`config.mk`:
```
export PLATFORM = sky130hd
export DESIGN_NAME = nvs_store_trigger
export DESIGN_NICKNAME = d
export VERILOG_FILES = /design/src/rtl/nvs_key_pkg.sv /design/src/rtl/nvs_bus_sync.sv /design/src/rtl/nvs_cycle_mon.sv /design/src/rtl/nvs_key_match.sv /design/src/rtl/nvs_store_ctl.sv /design/src/rtl/nvs_store_trigger.sv
export SDC_FILE = /design/constraint.sdc
export NUM_CORES = 1
export LEC_CHECK = 0
export ABC_AREA = 1
export CORE_ASPECT_RATIO = 0.7
export CORE_MARGIN = 2
export CORE_UTILIZATION = 54
export DETAILED_ROUTE_END_ITERATION = 8
export PLACE_DENSITY = 0.77
export SLEW_MARGIN = 15
export SYNTH_ARGS = -nofsm -noshare
export SYNTH_HDL_FRONTEND = slang
export SYNTH_SLANG_ARGS = --single-unit
```
`constraint.sdc`:
```
create_clock -name clk -period 1.7 [get_ports clk]
set_clock_uncertainty 0.1 [all_clocks]
set_input_delay 0.255 -clock clk [delete_from_list [all_inputs] [get_ports clk]]
set_output_delay 0.255 -clock clk [all_outputs]
set_load 0.1 [all_outputs]
```
`src/rtl/nvs_key_pkg.sv`:
```
package nvs_key_pkg;
    localparam int ADDR_W  = 13;
    localparam int KEY_LEN = 6;
    localparam int STEP_W  = $clog2(KEY_LEN);
    localparam int BUS_W   = ADDR_W + 3;

    typedef logic [ADDR_W-1:0] addr_t;
    typedef logic [STEP_W-1:0] step_t;

    localparam step_t LAST_STEP = step_t'(KEY_LEN - 1);

    typedef struct packed {
        logic  ce_n;
        logic  oe_n;
        logic  we_n;
        addr_t addr;
    } bus_s;

    typedef struct packed {
        logic  rd_end;
        logic  wr_end;
        addr_t addr;
    } access_s;

    function automatic addr_t key_addr(input step_t idx);
        case (idx)
            step_t'(0): key_addr = addr_t'('h0000);
            step_t'(1): key_addr = addr_t'('h1555);
            step_t'(2): key_addr = addr_t'('h0AAA);
            step_t'(3): key_addr = addr_t'('h1FFF);
            step_t'(4): key_addr = addr_t'('h10F0);
            default:    key_addr = addr_t'('h0F0F);
        endcase
    endfunction
endpackage

```
`src/rtl/nvs_bus_sync.sv`:
```
module nvs_bus_sync #(
    parameter int W      = 16,
    parameter int STAGES = 2
) (
    input  logic         clk,
    input  logic         rst,
    input  logic [W-1:0] din,
    output logic [W-1:0] dout
);
    generate
        if (STAGES == 0) begin : g_pass
            assign dout = din;
        end else begin : g_chain
            logic [W-1:0] stg [STAGES];
            always_ff @(posedge clk) begin
                if (rst) begin
                    for (int i = 0; i < STAGES; i++) stg[i] <= '1;
                end else begin
                    stg[0] <= din;
                    for (int i = 1; i < STAGES; i++) stg[i] <= stg[i-1];
                end
            end
            assign dout = stg[STAGES-1];
        end
    endgenerate
endmodule

```
`src/rtl/nvs_cycle_mon.sv`:
```
module nvs_cycle_mon
    import nvs_key_pkg::*;
(
    input  logic    clk,
    input  logic    rst,
    input  bus_s    bus,
    output access_s ev
);
    logic  rd_now, wr_now, prev_rd, prev_wr;
    addr_t held;

    assign rd_now = !bus.ce_n && !bus.oe_n && bus.we_n;
    assign wr_now = !bus.ce_n && !bus.we_n;

    always_ff @(posedge clk) begin
        if (rst) begin
            prev_rd <= 1'b0;
            prev_wr <= 1'b0;
            held    <= '0;
        end else begin
            prev_rd <= rd_now;
            prev_wr <= wr_now;
            if (rd_now) held <= bus.addr;
        end
    end

    always_comb begin
        ev.rd_end = prev_rd && (bus.ce_n || bus.oe_n);
        ev.wr_end = prev_wr && !wr_now;
        ev.addr   = held;
    end


    rd_once_chk: assert property (@(posedge clk) disable iff (rst)
        ev.rd_end |=> !ev.rd_end);
endmodule

```
`src/rtl/nvs_key_match.sv`:
```
module nvs_key_match
    import nvs_key_pkg::*;
(
    input  logic    clk,
    input  logic    rst,
    input  access_s ev,
    input  logic    io_off,
    output logic    fire
);
    step_t step, step_n;

    always_comb begin
        step_n = step;
        fire   = 1'b0;
        if (!io_off) begin
            if (ev.wr_end) begin
                step_n = '0;
            end else if (ev.rd_end) begin
                if (ev.addr == key_addr(step)) begin
                    if (step == LAST_STEP) begin
                        fire   = 1'b1;
                        step_n = '0;
                    end else begin
                        step_n = step + step_t'(1);
                    end
                end else if (ev.addr == key_addr('0)) begin
                    step_n = step_t'(1);
                end else begin
                    step_n = '0;
                end
            end
        end
    end

    always_ff @(posedge clk) begin
        if (rst) step <= '0;
        else     step <= step_n;
    end


    no_fire_off_chk: assert property (@(posedge clk) disable iff (rst)
        io_off |-> !fire);

    step_hold_chk: assert property (@(posedge clk) disable iff (rst)
        io_off |=> $stable(step));

    fire_on_read_chk: assert property (@(posedge clk) disable iff (rst)
        fire |-> ev.rd_end);
endmodule

```
`src/rtl/nvs_store_ctl.sv`:
```
module nvs_store_ctl (
    input  logic clk,
    input  logic rst,
    input  logic fire,
    input  logic store_done,
    output logic store_req,
    output logic io_off
);
    always_ff @(posedge clk) begin
        if (rst) begin
            store_req <= 1'b0;
            io_off    <= 1'b0;
        end else begin
            store_req <= fire;
            if (fire)            io_off <= 1'b1;
            else if (store_done) io_off <= 1'b0;
        end
    end


    req_pulse_chk: assert property (@(posedge clk) disable iff (rst)
        store_req |=> !store_req);

    off_rise_chk: assert property (@(posedge clk) disable iff (rst)
        $rose(io_off) |-> store_req);

    off_hold_chk: assert property (@(posedge clk) disable iff (rst)
        (io_off && !store_done) |=> io_off);

    idle_stay_chk: assert property (@(posedge clk) disable iff (rst)
        (!io_off && !fire) |=> !io_off);
endmodule

```
`src/rtl/nvs_store_trigger.sv`:
```
module nvs_store_trigger
    import nvs_key_pkg::*;
#(
    parameter int SYNC_STAGES = 2
) (
    input  logic              clk,
    input  logic              rst,
    input  logic              bus_ce_n,
    input  logic              bus_oe_n,
    input  logic              bus_we_n,
    input  logic [ADDR_W-1:0] bus_addr,
    input  logic              store_done,
    output logic              store_req,
    output logic              io_disable
);
    logic [BUS_W-1:0] raw_bus, sync_bus;
    bus_s             bus;
    access_s          ev;
    logic             fire;

    assign raw_bus = {bus_ce_n, bus_oe_n, bus_we_n, bus_addr};
    assign bus     = bus_s'(sync_bus);

    nvs_bus_sync #(.W(BUS_W), .STAGES(SYNC_STAGES)) u_sync (
        .clk(clk), .rst(rst), .din(raw_bus), .dout(sync_bus));

    nvs_cycle_mon u_mon (
        .clk(clk), .rst(rst), .bus(bus), .ev(ev));

    nvs_key_match u_match (
        .clk(clk), .rst(rst), .ev(ev), .io_off(io_disable), .fire(fire));

    nvs_store_ctl u_ctl (
        .clk(clk), .rst(rst), .fire(fire), .store_done(store_done),
        .store_req(store_req), .io_off(io_disable));
endmodule

```
==> results of run 1 <==
## critical path, cell delays in order, from the launching register on
cell and delay [ps]:
dfxtp_1 320, buf_4 170, o21ai_4 240, nand2_2 130, o21ai_2 110, nand3_2 120, nor2_4 110, nand2_2 80
nor2_4 100, nand2_1 80, a21oi_2 140
## worst max path at each step
stage	startpoint	to	slack (ps)	cells after the start
after global routing	u_match.step[1]$_SDFFE_PP0P_	u_match.step[2]$_SDFFE_PP0P_	-120	10
final	u_match.step[0]$_SDFFE_PP0P_	u_match.step[2]$_SDFFE_PP0P_	-50	10
after global placement	rst	u_mon.held[10]$_SDFFE_PP0P_	120	4
after detailed placement	u_match.step[1]$_SDFFE_PP0P_	u_match.step[2]$_SDFFE_PP0P_	50	12
after floorplan	u_ctl.io_off$_SDFFE_PP0P_	u_match.step[0]$_SDFFE_PP0P_	30	5
after CTS	u_match.step[1]$_SDFFE_PP0P_	u_match.step[2]$_SDFFE_PP0P_	30	12
## logic make-up (layout without fill, tap and decap cells)
kind of cell	after synthesis	in the layout	share of synthesized area [%]
buffers and inverters	26	54	5.21
AND/OR/NAND/NOR	108	108	29.9
AO/OA/AOI/OAI	27	27	8.62
adder cells (fa/ha/maj)	1	1	0.668
flip-flops	52	52	55.6
## what timing repair did
| action | CTS | global route |
|---|---|---|
| endpoints found under the setup margin | 0 | 5 |
| resized for setup | 0 | 13 |
| buffers inserted | 0 | 2 |
| hold buffers | 0 | 0 |
## synthesized netlist by cell type
| library cell | n |
|---|---|
| nor3b_1 | 1 |
| o21ai_0 | 14 |
| inv_1 | 17 |
| nand4_1 | 2 |
| ha_1 | 1 |
| nand3_1 | 9 |
| nor2_4 | 2 |
| o21ai_4 | 1 |
| nand3_2 | 2 |
| a21oi_2 | 2 |
| nand2_2 | 4 |
| inv_2 | 2 |
| o21ai_2 | 2 |
| nor4_1 | 1 |
| a21oi_1 | 8 |
| nor2_1 | 24 |
| nand3b_1 | 1 |
| dfxtp_1 | 52 |
| nor3_1 | 4 |
| nor2_2 | 2 |
| clkbuf_1 | 7 |
| nand2_1 | 24 |
| or2_2 | 32 |
## layout make-up
class / count / area, sq um
multi-input combinational: 136 / 768
clock inverter: 2 / 13.8
timing repair buffer: 27 / 289
tap: 47 / 58.8
fill: 241 / 905
sequential: 52 / 1040
clock buffer: 6 / 82.6
inverter: 19 / 71.3
## where the power goes
group          internal (W)  switching (W)  leakage (nW)
Sequential          0.00125      0.0000111         0.428
Combinational     0.0000768      0.0000523         0.487
Clock              0.000333       0.000388        0.0516
## per-stage QoR
stage	instances	hold slack (ps)	instance area (sq um)
after detailed placement	279	294	2170
after floorplan	214	259	1870
final	289	315	2330
after global placement	279	292	2170
after global routing	289	331	2330
after CTS	287	316	2270
## registers in the layout, indices dropped and copies added, names as in the netlist
name                count
u_ctl.io_off            1
u_ctl.store_req         1
u_match.step            3
u_mon.held             13
u_mon.prev_rd           1
u_mon.prev_wr           1
u_sync.g_chain.stg     32
## routing by layer
layer  wire length (microns)  share of wire (%)
met3                     174                4.9
met2                    1750                 49
met5                       0                  0
met1                    1530                 43
met4                      95                2.7
==> results.ini, run 1 <==
[critical_path]
r2r-start = u_match.step[0]$_SDFFE_PP0P_
cp-start-kind = register
cp_max_fo = 8
rr_worst_depth = 10
r2r_slack_ps = -50
rr_endpoint = u_match.step[2]$_SDFFE_PP0P_
cp.arrival_ps = 1880
critPathCaptureType = register
crit_type = register to register
worstPathRequired_ps = 1830

[die]
start_util_pct = 57.9
die_width_microns = 74.4
core-area_sq_um = 3230
die_y_microns = 53.3
num_rows = 17
die_area_sq_um = 3960
io_pins = 21

[power_and_ir_drop]
peakVddDrop_mv = 0.617
p_per_area_nw_per_um2 = 909
p_leak_nw = 0.967
power.total_w = 0.00212

[sta]
finalCritPeriodShare_pct = 103
finalHoldViolations = 0
slew_viol_final = 0
max_clock_freq_mhz = 571
setup_ws_ps = -51.6
setup_tns_ps = -67.2
slew_headroom_pct = 64.2
setup_viol = 2
layout_min_cycle_time_ps = 1750
rsz0062_at_grt = true
tightest_slew_ps = 536

[clock_tree]
clkSlewWorstSetupHoldPaths_ps = 90
cts_sinks = 52
clock_path_buffers = 2
cts_max_level = 2
cts_root_buffer = clkbuf_8
cts_inserted_buffers = 5
tritoncts = built
clock_latency_ps = 300

[route]
drtIter0Drc = 73
drc_errors = 0
first_pass_iters = 4
vias = 1424
antenna_left = 0
via_per_inst = 4.93
routedWlPerCell_microns = 12.3
postRouteWirelength_microns = 3550

[synthesis]
synthCells = 214
synth_cell_types = 23
syn_avg_cell_area_sq_um = 8.75
ys.warnings.count = 0
ys_seq_area_share_pct = 55.6
ys_ff_latch = 52
mappedNetlistArea_sq_um = 1870
yosys-top-cells-area = dfxtp_1, or2_2, nand2_1
yosysTopAreaCell = dfxtp_1
yosysTopAreaCellShare_pct = 55.6
synth.net_count = 234

[global_route]
grt_pass1_wl_microns = 5230
top_usage_layer = met2
grt_max_degree = 38
first_global_vias = 1278
grt_overflow = 0
grt_usage_pct = 17.9
met1_usage_pct = 20.5
grt_util_met3_pct = 4.76
antenna_found_initial = 0
use_met2_pct = 31.7

[cells_and_area]
area_delta_synth_final_pct = 24.4
fin_nets = 261
final_cell_mix = dfxtp_1, or2_2, nor2_1
final_common_cell = dfxtp_1
antenna-diode-count = 0
layout-drive-gt1-share_pct = 30.6
final_core_util_pct = 72.0

[hold_path]
holdPathStages = 1
hold_end = u_sync.g_chain.stg[0][18]$_SDFF_PP1_
min_from = u_sync.g_chain.stg[0][2]$_SDFF_PP1_
hold_class = register to register

[placed_design]
place_ws_ps = 49.6
numPortBuffers = 20
place_congestion = 0.784
dp_hpwl_microns = 2400

[run]
cap_violations = 0

[outcome]
status = finished with violations
violations = setup timing

Power figures use the tool's default switching activity.
==> run 2, diff against run 1 <==
Settings changed: ABC_CLOCK_PERIOD_IN_PS from default to 1700.
==> results of run 2 <==
No change in the layout: final DEF, timing and power equal those of run 1.
==> run 3, diff against run 2 <==
Settings changed: CORE_ASPECT_RATIO 0.7 to 1.2.
==> results.ini, run 3 (synthesized netlist as in run 1, its figures left out) <==
[die]
die_area_sq_um = 3960
die_width_microns = 57.7
num_rows = 23
start_util_pct = 56.1
core-area_sq_um = 3340
io_pins = 21
die_y_microns = 68.5

[global_route]
grt_usage_pct = 16.3
grt_max_degree = 21
grt_overflow = 0
antenna_found_initial = 0
grt_pass1_wl_microns = 4770
first_global_vias = 1189

[hold_path]
holdPathStages = 1
hold_class = register to register

[placed_design]
placed_area_sq_um = 2170
place_congestion = 0.797
numPortBuffers = 20
place_inst = 272
dp_hpwl_microns = 2090

[cells_and_area]
fin_area_sq_um = 2300
final_common_cell = dfxtp_1
fin_nets = 263
area_delta_synth_final_pct = 22.7
regMostFlops = u_sync.g_chain.stg
final_cells = 281
antenna-diode-count = 0
final_core_util_pct = 68.8
largest_reg_flops = 32
final_cell_mix = dfxtp_1, or2_2, nor2_1
layout-drive-gt1-share_pct = 29.5
reg_top3 = u_sync.g_chain.stg: 32 flops, u_mon.held: 13 flops, u_match.step: 3 flops

[clock_tree]
cts_inserted_buffers = 5
cts_sinks = 52
clock_path_buffers = 2
clock_latency_ps = 300
tritoncts = built
cts_root_buffer = clkbuf_8
cts_max_level = 2
clkSlewWorstSetupHoldPaths_ps = 90

[route]
routedWlPerCell_microns = 9.91
drc_errors = 0
via_per_inst = 4.78
vias = 1342
first_pass_iters = 2
drtIter0Drc = 56
antenna_left = 0
postRouteWirelength_microns = 2780

[critical_path]
rr_worst_depth = 10
crit_type = register to register
critPathCaptureType = register
worstPathRequired_ps = 1840
worstPathCellList = buf_6 > o21ai_4 > nand2_2 > o21ai_2 > nand3_2 > nor2_4 > nand2_2 > nor2_4 > inv_1 > o21ai_2
critPathCapture = u_ctl.io_off$_SDFFE_PP0P_
crit_start = u_match.step[1]$_SDFFE_PP0P_
cp_max_fo = 8
rr_endpoint = u_ctl.io_off$_SDFFE_PP0P_
cp-start-kind = register
cp.arrival_ps = 1740
slowest_stage = dfxtp_2
r2r-start = u_match.step[1]$_SDFFE_PP0P_
max_stage_delay_ps = 340
r2r_slack_ps = 90

[power_and_ir_drop]
peakVddDrop_mv = 0.795
p_leak_nw = 0.961
p_per_area_nw_per_um2 = 911

[sta]
slew_viol_final = 0
setup_viol = 0
tightest_slew_ps = 506
max_clock_freq_mhz = 622
finalHoldViolations = 0
rsz0062_at_grt = true
layout_min_cycle_time_ps = 1610
slew_headroom_pct = 66.2
finalCritPeriodShare_pct = 94.5

[outcome]
status = finished clean

[run]
cap_violations = 0

[run 3: what timing repair did]
item / CTS / global route
hold buffers: 0 / 0
endpoints found under the setup margin: 0 / 5
resized for setup: 0 / 7
endpoints found under the hold margin: 0 / 0
buffers inserted: 0 / 1
[run 3: stage by stage]
| stage | power [W] | hold WS [ps] | setup TNS, ps | setup slack (ps) |
|---|---|---|---|---|
| floorplan | 0.00136 | 259 | 0 | 33.0 |
| detailed placement | 0.00142 | 293 | 0 | 82.1 |
| global route | 0.00217 | 325 | -138 | -33.5 |
| finish | 0.00209 | 310 | 0 | 93.5 |
| global placement | 0.00142 | 291 | 0 | 135 |
| CTS | 0.00211 | 313 | 0 | 92.0 |
[run 3: area by class of cell]
| cell class | count | area (sq um) |
|---|---|---|
| Clock buffer | 7 | 86.3 |
| Clock inverter | 1 | 7.51 |
| Tap cell | 37 | 46.3 |
| Multi-Input combinational cell | 136 | 749 |
| Inverter | 19 | 71.3 |
| Fill cell | 258 | 1040 |
| Sequential cell | 52 | 1040 |
| Timing Repair Buffer | 29 | 292 |
[run 3: metal layers]
layer | vias to the layer above | wire, microns | track usage, %
met4 | 0 | 69 | 8.72
li1 | 729 | - | -
met5 | - | 0 | 0
met2 | 20 | 1430 | 29.8
met3 | 6 | 91 | 4.48
met1 | 587 | 1200 | 16.9
[run 3: worst min path at each step]
stage / slack, ps / endpoint / from
final: 310 / u_sync.g_chain.stg[0][23]$_SDFF_PP1_ / u_sync.g_chain.stg[0][7]$_SDFF_PP1_
after global routing: 330 / u_sync.g_chain.stg[0][24]$_SDFF_PP1_ / u_sync.g_chain.stg[0][8]$_SDFF_PP1_
after CTS: 310 / u_sync.g_chain.stg[0][26]$_SDFF_PP1_ / u_sync.g_chain.stg[0][10]$_SDFF_PP1_
after detailed placement: 290 / u_sync.g_chain.stg[0][26]$_SDFF_PP1_ / u_sync.g_chain.stg[0][10]$_SDFF_PP1_
after global placement: 290 / u_sync.g_chain.stg[0][26]$_SDFF_PP1_ / u_sync.g_chain.stg[0][10]$_SDFF_PP1_
after floorplan: 260 / u_sync.g_chain.stg[0][0]$_SDFF_PP1_ / bus_addr[0]
[run 3: critical path, delay by kind of cell (launching register included)]
family / cells / cell delay, ps
flip-flops: 1 / 340
AND/OR/NAND/NOR: 5 / 510
buffers and inverters: 2 / 200
AO/OA/AOI/OAI: 3 / 400
[run 3: power breakdown]
part           total (W)  internal [W]  switching, W
Sequential       0.00127       0.00126     0.0000100
Clock           0.000698      0.000331      0.000368
Combinational   0.000127     0.0000786     0.0000480
Total            0.00209       0.00167      0.000426
